$ cat src/rtl/pwm_pkg.sv
package pwm_pkg;

    localparam int OFF_COUNT  = 'h0;
    localparam int OFF_PERIOD = 'h4;
    localparam int OFF_DUTY   = 'h8;
    localparam int OFF_CTRL   = 'hC;

    localparam int CTRL_W     = 9;
    localparam int B_ENABLE   = 0;
    localparam int B_ACT_HI   = 3;
    localparam int B_IDLE_HI  = 4;
    localparam int B_LOCK     = 6;

    localparam logic [CTRL_W-1:0] CTRL_RST   = 9'h018;
    localparam logic [CTRL_W-1:0] CTRL_WMASK = 9'h17F;

    typedef struct packed {
        logic act_hi;
        logic idle_hi;
    } pol_t;

    localparam pol_t POL_RST = '{act_hi: 1'b1, idle_hi: 1'b1};

endpackage

$ cat src/rtl/pwm_regs.sv
module pwm_regs
    import pwm_pkg::*;
#(
    parameter int CNT_W  = 16,
    parameter int DATA_W = 32,
    parameter int ADDR_W = 4
) (
    input  logic              clk,
    input  logic              rst_n,
    input  logic [ADDR_W-1:0] addr_i,
    input  logic              we_i,
    input  logic [DATA_W-1:0] wdata_i,
    input  logic [CNT_W-1:0]  cnt_i,
    output logic [DATA_W-1:0] rdata_o,
    output logic [CNT_W-1:0]  per_o,
    output logic [CNT_W-1:0]  duty_o,
    output logic [CTRL_W-1:0] ctrl_o
);

    typedef struct packed {
        logic [CNT_W-1:0]  per;
        logic [CNT_W-1:0]  duty;
        logic [CTRL_W-1:0] ctrl;
    } regs_t;

    regs_t r_d, r_q;
    logic  unused_wdata;

    assign unused_wdata = ^wdata_i[DATA_W-1:CNT_W];

    always_comb begin
        r_d = r_q;
        if (we_i) begin
            case (addr_i)
                ADDR_W'(OFF_PERIOD): r_d.per  = wdata_i[CNT_W-1:0];
                ADDR_W'(OFF_DUTY):   r_d.duty = wdata_i[CNT_W-1:0];
                ADDR_W'(OFF_CTRL):   r_d.ctrl = wdata_i[CTRL_W-1:0] & CTRL_WMASK;
                default: ;
            endcase
        end
    end

    always_ff @(posedge clk or negedge rst_n) begin
        if (!rst_n) begin
            r_q <= '{per: '0, duty: '0, ctrl: CTRL_RST};
        end else begin
            r_q <= r_d;
        end
    end

    always_comb begin
        rdata_o = '0;
        case (addr_i)
            ADDR_W'(OFF_COUNT):  rdata_o = DATA_W'(cnt_i);
            ADDR_W'(OFF_PERIOD): rdata_o = DATA_W'(r_q.per);
            ADDR_W'(OFF_DUTY):   rdata_o = DATA_W'(r_q.duty);
            ADDR_W'(OFF_CTRL):   rdata_o = DATA_W'(r_q.ctrl);
            default: ;
        endcase
    end

    assign per_o  = r_q.per;
    assign duty_o = r_q.duty;
    assign ctrl_o = r_q.ctrl;

    // a write aimed at the counter address leaves every register alone
    assert_count_write_ignored_R3: assert property (@(posedge clk) disable iff (!rst_n)
        (we_i && addr_i == ADDR_W'(OFF_COUNT)) |=>
            ($stable(r_q.per) && $stable(r_q.duty) && $stable(r_q.ctrl)));

    // bit 7 of the control word can never be set
    assert_ctrl_gap_R2: assert property (@(posedge clk) disable iff (!rst_n)
        we_i |=> (r_q.ctrl[7] == 1'b0));

endmodule

$ cat src/rtl/pwm_core.sv
module pwm_core
    import pwm_pkg::*;
#(
    parameter int CNT_W = 16
) (
    input  logic             clk,
    input  logic             rst_n,
    input  logic             en_i,
    input  logic             lock_i,
    input  logic [CNT_W-1:0] sh_per_i,
    input  logic [CNT_W-1:0] sh_duty_i,
    input  pol_t             sh_pol_i,
    output logic [CNT_W-1:0] cnt_o,
    output logic             pwm_o
);

    localparam logic [CNT_W:0]   ONE_X = (CNT_W+1)'(1);
    localparam logic [CNT_W-1:0] ONE   = CNT_W'(1);

    typedef struct packed {
        logic [CNT_W-1:0] cnt;
        logic [CNT_W-1:0] per;
        logic [CNT_W-1:0] duty;
        pol_t             pol;
    } core_t;

    core_t s_d, s_q;
    logic  wrap;

    always_comb begin
        s_d  = s_q;
        wrap = ({1'b0, s_q.cnt} + ONE_X) >= {1'b0, s_q.per};
        if (!en_i || wrap) begin
            s_d.cnt = '0;
            if (!lock_i) begin
                s_d.per  = sh_per_i;
                s_d.duty = sh_duty_i;
                s_d.pol  = sh_pol_i;
            end
        end else begin
            s_d.cnt = s_q.cnt + ONE;
        end
    end

    always_ff @(posedge clk or negedge rst_n) begin
        if (!rst_n) begin
            s_q <= '{cnt: '0, per: '0, duty: '0, pol: POL_RST};
        end else begin
            s_q <= s_d;
        end
    end

    assign cnt_o = s_q.cnt;
    assign pwm_o = (en_i && (s_q.cnt < s_q.duty)) ? s_q.pol.act_hi : s_q.pol.idle_hi;

    // the count never reaches the running period
    assert_cnt_in_range_R4: assert property (@(posedge clk) disable iff (!rst_n)
        (s_q.per != '0) |-> (s_q.cnt < s_q.per));

    // a nonzero count is always one more than the previous one
    assert_cnt_step_R4: assert property (@(posedge clk) disable iff (!rst_n)
        (s_q.cnt != '0) |-> (s_q.cnt == $past(s_q.cnt) + ONE));

    // disabled timer parks the counter
    assert_hold_when_off_R7: assert property (@(posedge clk) disable iff (!rst_n)
        !en_i |=> (s_q.cnt == '0));

    // running values change only when the counter returns to zero
    assert_apply_on_wrap_R8: assert property (@(posedge clk) disable iff (!rst_n)
        en_i |=> ((s_q.cnt == '0) || ($stable(s_q.per) && $stable(s_q.duty) && $stable(s_q.pol))));

    // locked running set does not move
    assert_locked_frozen_R9: assert property (@(posedge clk) disable iff (!rst_n)
        lock_i |=> ($stable(s_q.per) && $stable(s_q.duty) && $stable(s_q.pol)));

endmodule

$ cat src/rtl/pwm_shadow_timer.sv
module pwm_shadow_timer
    import pwm_pkg::*;
#(
    parameter int CNT_W  = 16,
    parameter int DATA_W = 32,
    parameter int ADDR_W = 4
) (
    input  logic              clk,
    input  logic              rst_n,
    input  logic [ADDR_W-1:0] bus_addr,
    input  logic              bus_we,
    input  logic [DATA_W-1:0] bus_wdata,
    output logic [DATA_W-1:0] bus_rdata,
    output logic              pwm_out
);

    logic [CNT_W-1:0]  cnt;
    logic [CNT_W-1:0]  sh_per;
    logic [CNT_W-1:0]  sh_duty;
    logic [CTRL_W-1:0] ctrl;
    pol_t              sh_pol;
    logic              unused_ctrl;

    assign sh_pol      = '{act_hi: ctrl[B_ACT_HI], idle_hi: ctrl[B_IDLE_HI]};
    assign unused_ctrl = ^{ctrl[2:1], ctrl[5], ctrl[7], ctrl[8]};

    pwm_regs #(
        .CNT_W (CNT_W),
        .DATA_W(DATA_W),
        .ADDR_W(ADDR_W)
    ) u_regs (
        .clk    (clk),
        .rst_n  (rst_n),
        .addr_i (bus_addr),
        .we_i   (bus_we),
        .wdata_i(bus_wdata),
        .cnt_i  (cnt),
        .rdata_o(bus_rdata),
        .per_o  (sh_per),
        .duty_o (sh_duty),
        .ctrl_o (ctrl)
    );

    pwm_core #(
        .CNT_W(CNT_W)
    ) u_core (
        .clk      (clk),
        .rst_n    (rst_n),
        .en_i     (ctrl[B_ENABLE]),
        .lock_i   (ctrl[B_LOCK]),
        .sh_per_i (sh_per),
        .sh_duty_i(sh_duty),
        .sh_pol_i (sh_pol),
        .cnt_o    (cnt),
        .pwm_o    (pwm_out)
    );

endmodule

$ cat config.mk
export PLATFORM = sky130hd
export DESIGN_NAME = pwm_shadow_timer
export DESIGN_NICKNAME = d
export VERILOG_FILES = /design/src/rtl/pwm_pkg.sv /design/src/rtl/pwm_regs.sv /design/src/rtl/pwm_core.sv /design/src/rtl/pwm_shadow_timer.sv
export SDC_FILE = /design/constraint.sdc
export NUM_CORES = 1
export LEC_CHECK = 0
export ABC_AREA = 1
export BUFFER_PORTS_ARGS = -buffer_cell sky130_fd_sc_hd__buf_4
export CAP_MARGIN = 30
export CELL_PAD_IN_SITES_DETAIL_PLACEMENT = 0
export CELL_PAD_IN_SITES_GLOBAL_PLACEMENT = 1
export CORE_ASPECT_RATIO = 1.4
export CORE_MARGIN = 10
export CORE_UTILIZATION = 38
export CTS_CLUSTER_DIAMETER = 80
export DETAILED_ROUTE_END_ITERATION = 12
export MAX_ROUTING_LAYER = met4
export PLACE_DENSITY = 0.76
export SLEW_MARGIN = 20
export SYNTH_ARGS = -nofsm -noshare
export SYNTH_HDL_FRONTEND = slang
export SYNTH_SLANG_ARGS = --single-unit
$ cat constraint.sdc
create_clock -name clk -period 2.39 [get_ports clk]
set_input_delay 0.1195 -clock clk [delete_from_list [all_inputs] [get_ports clk]]
set_output_delay 0.1195 -clock clk [all_outputs]
set_load 0.01 [all_outputs]
== Word level (Yosys, flattened, before mapping) ==
Index checks and enable logic that the tools add are counted.

* Input port bits: 39
* Register bits: 90

* Magnitude comparators: 2
* Reduce and logical (&&, ||, !) cells: 8
* Muxes and demuxes: 3
* Bitwise gates (word level): 1
* $add $sub $neg: 2
* Equality and inequality tests: 3

{| class="wikitable"
|+ Operator list
! kind !! count
|-
| case mux 16 bit (4 select lines) || 1
|-
| adder 16 x 1 -> 17 bit (second input constant) || 1
|-
| greater-or-equal comparator 17 x 16 -> 1 bit || 1
|-
| adder 16 x 1 -> 16 bit (second input constant) || 1
|-
| less-than comparator 16 bit || 1
|-
| two-way mux 16 bit || 1
|-
| == test 4 bit (second input constant) || 2
|-
| AND reduction 2 bit || 4
|-
| == test 4 x 3 -> 1 bit (second input constant) || 1
|-
| logical NOT 4 bit || 1
|-
| logical AND 1 bit || 1
|-
| logical NOT 1 bit || 1
|-
| logical OR 1 bit || 1
|-
| two-way mux 1 bit || 1
|-
| NOT 1 bit || 1
|}

== Logic depth before layout (Yosys ltp) ==
Gate-level depths: netlist of the first run.

* Depth after elaboration: 4
* Mapped depth: 23
* Gate-level depth less buffers: 22

== Hierarchy ==
From an unflattened synthesis of the first run, not the netlist that was laid out.

* Cell total of the unflattened synthesis: 733
* Area total of the unflattened synthesis: 5482.8 µm²

{| class="wikitable"
|+ By module, submodules not included
! module !! area an instance (µm²) !! cells each !! sequential area each (µm²) !! times used
|-
| pwm_core || 3198.1 || 418 || 1253.7 || 1
|-
| pwm_regs || 2284.7 || 315 || 1003.5 || 1
|}

== Least setup slack after synthesis of the first run ==
Ideal clock, no wire load.

* Kind: flip-flop to flip-flop
* Start: register u_core.s_q, in the netlist u_core.cnt_o[0]
* End: register u_core.s_q[18] (netlist bit)
* Setup time: 0.117 ns
* Buffers on the path: 1
* Slack: -0.258 ns
* Data arrival time: 2.532 ns
* Clock period less this slack: 2.648 ns
* Stages on the path, launching flop included: 24
* Path through: dfrtp_1 > inv_2 > nor3_2 > nand2_1 > nor2_2 > nand3_1 > nor2_2 > nand2_2 > nor2_1 > xnor2_1 > inv_1 > ha_1 > nand2_1 > inv_1 > nand4_1 > nand2_1 > nand2_1 > nand2_1 > nand2_1 > nand2_4 > nand2_4 > buf_6 > nand2_1 > nand2_1

* Longest elaborated chain between the ends: 4

{| class="wikitable"
|+ RTL lines
! item !! line !! RTL
|-
| from (decl) || pwm_core.sv:27 || <nowiki>core_t s_d, s_q;</nowiki>
|-
| from (signal assigned) || pwm_core.sv:47 || <nowiki>s_q <= '{cnt: '0, per: '0, duty: '0, pol: POL_RST};</nowiki>
|-
| adder 16 x 1 -> 17 bit || pwm_core.sv:32 || <nowiki>wrap = ({1'b0, s_q.cnt} + ONE_X) >= {1'b0, s_q.per};</nowiki>
|-
| greater-or-equal comparator 17 x 16 -> 1 bit || pwm_core.sv:32 ||
|-
| logical OR 1 bit || pwm_core.sv:33 || <nowiki>if (!en_i || wrap) begin</nowiki>
|-
| AND reduction 2 bit (no source line) || -- ||
|}

Every way passes these cells.
A chain may end at the register's enable or synchronous reset.

== Final worst setup path of the first run ==
* Start: register u_core.s_q, in the netlist u_core.cnt_o[0]
* End: register u_core.s_q[28] (netlist bit)

Same word-level chain as after synthesis.

==> impl_metrics.py, run 1 <==
metrics = {
    "status": {
        "status": "finished, violations left",
        "failed_checks": "negative setup slack",
    },
    "yosys": {
        "synth_cell_types": 35,
        "synth_top_family_by_area": "simple AND/OR/NAND/NOR gates",
        "synth-seq-cells": 90,
        "synth_xor_area_frac": 0.00875,
        "synthesis.area_sq_um": 5000,
        "synth_mux_area_frac": 0,
        "synth_adder_area_share": 0.0800,
        "synth-compound-area-share": 0.0950,
        "syn_area_per_cell_sq_um": 7.90,
        "synth_simple_gate_area_frac": 0.247,
        "synthCells": 633,
        "seq_area_frac_synth": 0.451,
        "synth_warnings": 0,
    },
    "routing": {
        "routed_wl_um": 13200,
        "viasPerCell": 4.84,
        "drt_iter0_markers": 190,
        "ant_nets": 0,
        "num_vias": 4296,
        "wl_per_cell_um": 14.9,
        "drc": 0,
        "drtPass1Iterations": 4,
    },
    "power_and_ir_drop": {
        "leakage_nw": 3.47,
        "vdd_drop_max_v": 0.000443,
        "powerDensity_nw_per_um2": 804,
    },
    "sta": {
        "finalHoldViolCount": 0,
        "fmax_mhz": 332,
        "relSlewSlack": 0.560,
        "worst_pin_slew_ns": 0.660,
        "skew_ns": 0.00988,
        "hold_ws_ns": 0.0543,
        "finalMaxSlewViolations": 0,
        "grt_setup_unrepaired": "true",
        "setup_tns_ns": -27.84,
        "finalCriticalPeriod_ns": 3.01,
        "fin_ws_ns": -0.622,
        "finalCritPeriodShare": 1.26,
        "setup_viol": 50,
    },
    "final_layout": {
        "area_delta_synth_final_pct": 33.6,
        "drive_above_1_share": 0.317,
        "fin_area_sq_um": 6680,
        "fin_nets": 800,
        "antenna_cells": 0,
    },
    "clock_tree": {
        "root_buffer": "clkbuf_16",
        "cts_tree": "done",
        "numCtsBuffers": 9,
        "cts.clk_slew.worst_paths_ns": 0.07,
        "cts_htree_levels": 3,
        "clk_latency_ns": 0.34,
        "cts_buffer_depth": 2,
        "cts_sinks": 90,
    },
    "setup_path": {
        "reg2reg_depth": 23,
        "path_class": "flip-flop to flip-flop",
        "critPathMaxFanout": 8,
        "cp_common_cell": "nand2_1",
        "r2r-start": "u_core.cnt_o[0]",
        "r2r_setup_slack_ns": -0.62,
        "startpoint": "u_core.cnt_o[0]",
        "reg2reg_to": "u_core.s_q[28]",
        "crit_arrival_ns": 3.24,
        "critical_path.max_stage_delay_ns": 0.39,
        "worstPathCellList": "inv_2, nor3_2, nand2_1, nor2_2, nand3_2, nor2_4, nand2_4, nor2_4, xnor2_2, inv_2, ha_4, nand2_2, inv_2, nand4_1, nand2_1, nand2_1, nand2_1, nand2_2, nand2_4, nand2_8, clkbuf_16, nand2_1, nand2_1",
        "crit_path_end_kind": "flip-flop",
        "cp.required_ns": 2.62,
        "worstSetupStartpointType": "flip-flop",
        "cp_slowest_cell": "dfrtp_1",
    },
    "global_routing": {
        "grt_max_degree": 38,
        "grt_pass1_wl_um": 21100,
        "grt_overflow": 0,
        "grtUsageTotal": 0.148,
        "grt_pass1_vias": 4216,
        "antenna_found_initial": 0,
    },
    "hold_path": {
        "hp-start": "bus_wdata[11]",
        "hold_depth": 3,
        "min_to": "u_regs.duty_o[11]",
        "hold_path.class": "input port to flip-flop",
    },
    "die": {
        "coreArea_sq_um": 12900,
        "rows": 49,
        "start_util": 0.389,
        "fp.dieH_um": 156,
        "die_w_um": 117,
        "dieArea_sq_um": 18200,
        "io-pin-count": 72,
    },
    "flow_run": {
        "max_cap_viol_count": 0,
    },
    "placed_design": {
        "port-buffer-count": 39,
        "hpwl_um": 9540,
        "place_congestion": 0.833,
        "place_area_sq_um": 5690,
        "post-place-ws_ns": -0.589,
    },
}
[state kept, by name, summed over array words and instances, names as in the netlist]
name           flops
u_core.cnt_o      16
u_core.s_q        34
u_regs.ctrl_o      8
u_regs.duty_o     16
u_regs.per_o      16
[worst max-delay path: cells and delay by family, from the launching register on]
kind          cells  cell delay (ns)
flops             1             0.39
xor+xnor          1             0.14
simple gates     17             1.68
buf+inv           4             0.41
fa+ha+maj         1             0.26
[routing by layer]
| metal | up-vias | global-route usage | wire length [um] |
|---|---|---|---|
| li1 | 2171 | - | - |
| met1 | 2023 | 0.190 | 6030 |
| met2 | 86 | 0.236 | 6560 |
| met3 | 16 | 0.0173 | 367 |
| met4 | 0 | 0.0514 | 224 |
| met5 | - | - | 0 |
[report_power, final]
part	switching, mW	leakage (nW)	total, mW	internal [mW]
Sequential	0.322	1.16	2.24	1.91
Clock	0.601	0.129	1.31	0.707
Combinational	1.01	2.18	1.83	0.815
[cell usage after synthesis (all sizes together)]
cell       n  share of area
o211ai     7          0.011
nand4      3         0.0050
buf       25          0.039
xnor2      1         0.0018
clkinv     1        0.00075
a211oi     1         0.0015
nor2      27          0.025
ha        32          0.080
a21boi     1         0.0015
dfstp      4          0.021
a21oi     16          0.017
dfrtp     86           0.43
xor2       4         0.0070
nor3       9          0.011
o2111ai    8          0.014
inv       92          0.069
nand2    208           0.16
o21ai     49          0.049
conb       1        0.00075
or2        1         0.0013
nand3b     1         0.0015
clkbuf    12         0.0090
nand3     43          0.043
a31o       1         0.0018
[repair_timing]
item	4_1_cts	5_1_grt
gates cloned	2	2
setup buffers	12	10
endpoints found under the hold margin	31	0
resized for setup	36	86
endpoints found under the setup margin	50	51
pin swaps	6	12
hold buffers	1	0
[cell type report]
class	count	area, sq um
fillers	1196	6190
multi-input cells	428	2660
repair buffers	107	953
inverters	93	349
clock buffers	10	229
well taps	153	191
flip-flops and latches	90	2260
clock inverters	6	42.5
[placed cells by master (no fill, tap or decap), types with 4 or more instances in the layout]
master       n
o21ai_2      5
buf_6        4
conb_1      16
buf_12       4
nand2_4     13
nand3_1     40
nor3_2       4
nor3_1       5
o211ai_1     7
ha_1        26
inv_2        9
nand2_2     35
clkbuf_16   11
buf_4       93
nor2_1      11
inv_1       83
nand2_1    159
a21oi_1      8
dfrtp_1     85
a21oi_2      7
nor2_4       9
o2111ai_1    8
o21ai_0     43
ha_4         6
nor2_2       7
dfstp_2      4
[metrics by stage]
| stage | power (mW) | std cells | util |
|---|---|---|---|
| 3_3_place_gp | 3.52 | 845 | 0.442 |
| 3_5_place_dp | 3.56 | 845 | 0.442 |
| 6_report | 5.37 | 887 | 0.519 |
| 2_1_floorplan | 3.08 | 648 | - |
| 4_1_cts | 5.04 | 876 | 0.484 |
| 5_1_grt | 5.76 | 887 | 0.519 |
[worst max-delay path by stage]
stage | endpoint | slack, ns | depth (start not counted)
after floorplan | u_core.s_q[18] | -0.20 | 23
after global placement | u_core.s_q[2] | -0.53 | 20
after detailed placement | u_core.s_q[2] | -0.59 | 22
after CTS | u_core.s_q[28] | -0.54 | 23
after global routing | u_core.s_q[16] | -0.79 | 23
final | u_core.s_q[28] | -0.62 | 23
[cells by family (layout without fill, tap and decap cells)]
kind of cell,Yosys count,after routing
buffers and inverters,130,216
other,1,16
adders and majority gates,32,32
AOI/OAI and AO/OA,83,83
xor gates and xnor gates,5,5
and+or+nand+nor,292,292
DFF,90,90
Note: power is estimated with default switching activity, not from simulation.
==> run 2, diff against run 1 <==
--- a/config.mk
+++ b/config.mk
@@ -8,7 +8,7 @@
 export ABC_AREA = 1
 export BUFFER_PORTS_ARGS = -buffer_cell sky130_fd_sc_hd__buf_4
 export CAP_MARGIN = 30
-export CELL_PAD_IN_SITES_DETAIL_PLACEMENT = 0
+export CELL_PAD_IN_SITES_DETAIL_PLACEMENT = 1
 export CELL_PAD_IN_SITES_GLOBAL_PLACEMENT = 1
 export CORE_ASPECT_RATIO = 1.4
 export CORE_MARGIN = 10
@@ -17,6 +17,7 @@
 export DETAILED_ROUTE_END_ITERATION = 12
 export MAX_ROUTING_LAYER = met4
 export PLACE_DENSITY = 0.76
+export SKIP_CTS_REPAIR_TIMING = 1
 export SLEW_MARGIN = 20
 export SYNTH_ARGS = -nofsm -noshare
 export SYNTH_HDL_FRONTEND = slang
==> run 2 against run 1 <==
  * The flow still finishes with violations (negative setup slack)
  * First-iteration DRC count up 3.7%
  * Fmax down 6.0%
  * Flip-flop and latch count unchanged
  * Via count up 6.5%
  * Die area unchanged
  * Combinational power up 9%
  * Sequential power up 2%
  * Routed wire length up 31%
  * Core utilization down 0.47 points
  * Non-clock buffer count down 10
  * Critical path type unchanged
  * Highest routed layer unchanged
==> impl_metrics.py, run 2 (synthesized netlist as in run 1, its figures left out) <==
metrics = {
    "clock_tree": {
        "numCtsBuffers": 9,
        "cts_buffer_depth": 2,
        "clk_latency_ns": 0.35,
        "root_buffer": "clkbuf_16",
        "cts_htree_levels": 3,
        "cts_tree": "done",
        "cts.clk_slew.worst_paths_ns": 0.07,
        "cts_sinks": 90,
    },
    "die": {
        "start_util": 0.389,
        "rows": 49,
        "dieArea_sq_um": 18200,
        "io-pin-count": 72,
        "coreArea_sq_um": 12900,
        "die_w_um": 117,
        "fp.dieH_um": 156,
    },
    "final_layout": {
        "layout_common_cells": "nand2_1, inv_1, dfrtp_1",
        "fin_nets": 790,
        "nFillCells": 1519,
        "regMostFlops": "u_core.s_q",
        "area_delta_synth_final_pct": 32.4,
        "fin_area_sq_um": 6620,
        "seq_area_sq_um": 2260,
        "multi_input_area_sq_um": 2630,
        "post-route-util": 0.514,
        "finalNonFillerCells": 877,
        "largest_register_ffs": 34,
        "antenna_cells": 0,
        "drive_above_1_share": 0.291,
        "layout_commonest_cell": "nand2_1",
    },
    "status": {
        "failed_checks": "negative setup slack",
        "status": "finished, violations left",
    },
    "global_routing": {
        "grt_max_degree": 38,
        "grt_pass1_vias": 4827,
        "grt_pass1_wl_um": 24500,
        "grt_overflow": 0,
        "antenna_found_initial": 0,
        "grtUsageTotal": 0.172,
    },
    "placed_design": {
        "port-buffer-count": 39,
        "dp.cells": 845,
        "place_area_sq_um": 5690,
        "hpwl_um": 11200,
        "place_congestion": 0.833,
    },
    "power_and_ir_drop": {
        "leakage_nw": 3.49,
        "power.total_mw": 5.74,
        "powerDensity_nw_per_um2": 867,
        "vdd_drop_max_v": 0.000502,
    },
    "setup_path": {
        "critPathMaxFanout": 8,
        "worstSetupStartpointType": "flip-flop",
        "cp_slowest_cell": "dfrtp_1",
        "cp_common_cell": "nand2_1",
        "path_class": "flip-flop to flip-flop",
        "critical_path.max_stage_delay_ns": 0.44,
        "cp.required_ns": 2.63,
        "crit_arrival_ns": 3.44,
        "worstPathCellList": "buf_6, ha_4, nand2_4, nor2_4, nand4_4, nor2_4, nand2_4, nor2_4, nand2_1, nand2_2, nand2_2, ha_4, nand2_2, inv_2, nand4_1, nand2_1, nand2_1, nand2_1, nand2_2, nand2_8, nand2_8, clkbuf_16, nand2_1, nand2_1",
        "crit_path_end_kind": "flip-flop",
    },
    "sta": {
        "finalMaxSlewViolations": 0,
        "worst_pin_slew_ns": 0.672,
        "finalHoldViolCount": 0,
        "finalCriticalPeriod_ns": 3.20,
        "setup_viol": 50,
        "relSlewSlack": 0.551,
        "hold_ws_ns": 0.0410,
        "grt_setup_unrepaired": "true",
        "fmax_mhz": 312,
        "finalCritPeriodShare": 1.34,
        "skew_ns": 0.00965,
        "fin_ws_ns": -0.813,
    },
    "routing": {
        "num_vias": 4576,
        "viasPerCell": 5.22,
        "drtPass1Iterations": 4,
        "wl_per_cell_um": 19.7,
        "routed_wl_um": 17300,
        "drt_iter0_markers": 197,
        "ant_nets": 0,
        "drc": 0,
    },
    "hold_path": {
        "hold_path.class": "input port to flip-flop",
    },
    "flow_run": {
        "max_cap_viol_count": 0,
    },
}
run 2: cell count changes in the layout (fill, tap and decap cells not counted), moves of 3 or more:
cell,delta
buf_4,-10
nor2_1,+5
clkbuf_16,+4
o21ai_1,+4
o21ai_2,-4
inv_1,+3
inv_2,-3
nand2_1,-3
nand2_4,+3
nor2_2,-3
run 2: path summary, 6_finish.rpt:
kind | end | cells past startpoint | slack, ns | startpoint
worst max register to register | u_core.s_q[20] | 24 | -0.81 | u_core.cnt_o[1]
min in group asynchronous | u_regs.ctrl_o[2] | 2 | 0.29 | rst_n
worst max-delay path | u_core.s_q[20] | 24 | -0.81 | u_core.cnt_o[1]
worst min register to register | u_core.s_q[0] | 2 | 0.48 | u_core.s_q[0]
worst min-delay path | u_regs.duty_o[11] | 3 | 0.04 | bus_wdata[11]
max in group asynchronous | u_regs.ctrl_o[6] | 3 | 1.41 | rst_n
run 2: worst max-delay path: cells and delay by family (launching register included):
family / cells / cell delay, ns
adders and majority gates: 2 / 0.41
DFF: 1 / 0.44
buffers and inverters: 3 / 0.43
and+or+nand+nor: 19 / 1.80
run 2: final cells by class:
class,instances,share of cell area
Timing Repair Buffer,97,0.136
Tap cell,153,0.0289
Sequential cell,90,0.341
Clock buffer,10,0.0346
Multi-Input combinational cell,428,0.397
Inverter,93,0.0527
Clock inverter,6,0.0100
run 2: stage by stage:
step	setup WS, ns	setup TNS [ns]
after floorplan	-0.204	-8.78
final	-0.813	-35.87
after detailed placement	-0.723	-33.27
after CTS	-0.778	-34.34
after global placement	-0.534	-24.30
after global routing	-1.02	-45.59
run 2: report_power, final:
| part | internal, mW | switching, mW | total (mW) |
|---|---|---|---|
| clock | 0.816 | 0.651 | 1.47 |
| sequential | 1.91 | 0.370 | 2.28 |
| combinational | 0.826 | 1.17 | 1.99 |
run 2: per-layer routing:
metal | vias up | GRT usage | share of wire
li1 | 2151 | - | -
met1 | 2306 | 0.202 | 0.41
met2 | 90 | 0.302 | 0.55
met3 | 29 | 0.0185 | 0.022
met4 | 0 | 0.0484 | 0.023
met5 | - | - | 0
==> run 3, diff against run 2 <==
--- a/config.mk
+++ b/config.mk
@@ -16,7 +16,7 @@
 export CTS_CLUSTER_DIAMETER = 80
 export DETAILED_ROUTE_END_ITERATION = 12
 export MAX_ROUTING_LAYER = met4
-export PLACE_DENSITY = 0.76
+export PLACE_DENSITY_LB_ADDON = 0.1
 export SKIP_CTS_REPAIR_TIMING = 1
 export SLEW_MARGIN = 20
 export SYNTH_ARGS = -nofsm -noshare
==> run 3 against run 2 <==
  * The run still ends with negative setup slack left
  * Hold slack better by 0.012 ns
  * Clock power hardly changed
  * Count of clock-buffer cells in the layout is 1 higher
  * Register-to-register slack better by 0.25 ns
  * Combinational power is 14% lower
  * Cell count is 0.57% higher
  * Setup slack better by 0.25 ns
  * Flip-flop and latch count stayed put
  * First-iteration DRC count is 32% lower
  * Routed wire length is 14% lower
  * Via count is 5.0% lower
==> impl_metrics.py, run 3 (synthesized netlist as in run 1, its figures left out) <==
metrics = {
    "sta": {
        "finalMaxSlewViolations": 0,
        "skew_ns": 0.00803,
        "worst_pin_slew_ns": 0.581,
        "setup_viol": 50,
        "hold_ws_ns": 0.0531,
        "relSlewSlack": 0.610,
        "finalHoldViolCount": 0,
        "fin_ws_ns": -0.560,
        "finalCriticalPeriod_ns": 2.95,
        "fmax_mhz": 339,
        "finalCritPeriodShare": 1.23,
        "grt_setup_unrepaired": "true",
    },
    "power_and_ir_drop": {
        "clock_power_share": 0.273,
        "p_int_mw": 3.47,
        "power.total_mw": 5.37,
        "leakage_nw": 3.38,
        "pwr-share-comb": 0.319,
        "switching_share": 0.353,
        "powerDensity_nw_per_um2": 814,
        "sequentialPowerShare": 0.408,
        "p_switching_mw": 1.90,
        "vdd_drop_max_v": 0.000369,
    },
    "setup_path": {
        "worstSetupStartpointType": "flip-flop",
        "cp_slowest_cell": "dfrtp_1",
        "worstPathCellList": "ha_2, nand2_2, nor2_4, nand4_4, nor2_4, nand2_4, buf_4, o21ai_4, nand2_2, ha_4, nand2_1, o21ai_1, a21boi_1, nand2_1, nand2_2, nand2_8, nand2_4, buf_12, nand2_1, nand2_1",
        "path_class": "flip-flop to flip-flop",
        "r2r_setup_slack_ns": -0.56,
        "cp_top_family": "simple AND/OR/NAND/NOR gates",
        "crit_buf_inv": 2,
        "critical_path.max_stage_delay_ns": 0.41,
        "crit_arrival_ns": 3.18,
        "cp_common_cell": "nand2_1",
        "crit_path_end_kind": "flip-flop",
        "critPathMaxFanout": 18,
        "cp.required_ns": 2.62,
    },
    "placed_design": {
        "hpwl_um": 11200,
        "post-place-ws_ns": -0.591,
        "port-buffer-count": 39,
        "place_congestion": 0.818,
    },
    "final_layout": {
        "drive_above_1_share": 0.277,
        "area_delta_synth_final_pct": 31.9,
        "regMostFlops": "u_core.s_q",
        "layout_commonest_cell": "nand2_1",
        "post-route-util": 0.512,
        "fin_nets": 795,
        "layout_common_cells": "nand2_1, buf_4, dfrtp_1",
        "largest_register_ffs": 34,
        "antenna_cells": 0,
    },
    "routing": {
        "drc": 0,
        "viasPerCell": 4.93,
        "num_vias": 4345,
        "drtPass1Iterations": 4,
        "wl_per_cell_um": 16.9,
        "ant_nets": 0,
        "routed_wl_um": 14900,
        "drt_iter0_markers": 134,
    },
    "die": {
        "start_util": 0.389,
        "io-pin-count": 72,
        "dieArea_sq_um": 18200,
        "die_w_um": 117,
        "coreArea_sq_um": 12900,
        "rows": 49,
        "fp.dieH_um": 156,
    },
    "clock_tree": {
        "cts_buffer_depth": 2,
        "cts_sinks": 90,
        "cts_htree_levels": 3,
        "cts.clk_slew.worst_paths_ns": 0.07,
        "numCtsBuffers": 9,
        "clk_latency_ns": 0.34,
        "cts_tree": "done",
        "root_buffer": "clkbuf_16",
    },
    "global_routing": {
        "grt_pass1_vias": 4772,
        "grtUsageTotal": 0.170,
        "grt_pass1_wl_um": 24000,
        "antenna_found_initial": 0,
        "grt_overflow": 0,
        "grt_max_degree": 55,
    },
    "hold_path": {
        "hold_path.class": "input port to flip-flop",
    },
    "flow_run": {
        "max_cap_viol_count": 0,
    },
    "status": {
        "status": "finished, violations left",
        "failed_checks": "negative setup slack",
    },
}
## run 3: area by class of cell
cell class / instances / area (sq um)
inverter: 93 / 349
timing repair buffer: 102 / 880
tap: 153 / 191
fill: 1550 / 6280
clock buffer: 11 / 243
clock inverter: 5 / 61.3
sequential: 90 / 2260
multi-input combinational: 428 / 2620
## run 3: through the flow
| stage | area, sq um | TNS (ns) | instances |
|---|---|---|---|
| CTS | 6080 | -28.69 | 870 |
| floorplan | 5070 | -8.78 | 648 |
| detailed placement | 5780 | -27.18 | 854 |
| finish | 6600 | -25.79 | 882 |
| global placement | 5780 | -24.43 | 854 |
| global route | 6600 | -35.91 | 882 |
## run 3: power groups by stage
stage	Clock, mW	Sequential (mW)	Combinational (mW)
detailed placement	0	2.22	1.46
finish	1.46	2.19	1.71
global placement	0	2.20	1.38
global route	1.55	2.24	1.95
floorplan	0	2.11	0.970
CTS	1.49	2.19	1.47
## run 3: path summary, 6_finish.rpt
path	startpoint	to	cells after the start
max	u_core.cnt_o[1]	u_core.s_q[4]	20
max reg2reg	u_core.cnt_o[1]	u_core.s_q[4]	20
min	bus_wdata[9]	u_regs.duty_o[9]	3
min in group asynchronous	rst_n	u_regs.ctrl_o[2]	2
min reg2reg	u_core.s_q[24]	u_core.s_q[24]	2
max in group asynchronous	rst_n	u_core.cnt_o[10]	3
## run 3: worst register-to-register path: stages (launching register included)
cell,delay [ns]
dfrtp_1,0.41
ha_2,0.23
nand2_2,0.08
nor2_4,0.16
nand4_4,0.11
nor2_4,0.16
nand2_4,0.08
buf_4,0.15
o21ai_4,0.15
nand2_2,0.08
ha_4,0.28
nand2_1,0.09
o21ai_1,0.14
a21boi_1,0.08
nand2_1,0.08
nand2_2,0.08
nand2_8,0.11
nand2_4,0.08
buf_12,0.15
nand2_1,0.07
nand2_1,0.06
## run 3: routing by layer
layer	wire length, um	track usage	up-vias
met5	0	-	-
met4	204	0.0478	0
met3	260	0.0212	17
met2	7440	0.277	55
met1	7030	0.216	2115
li1	-	-	2158
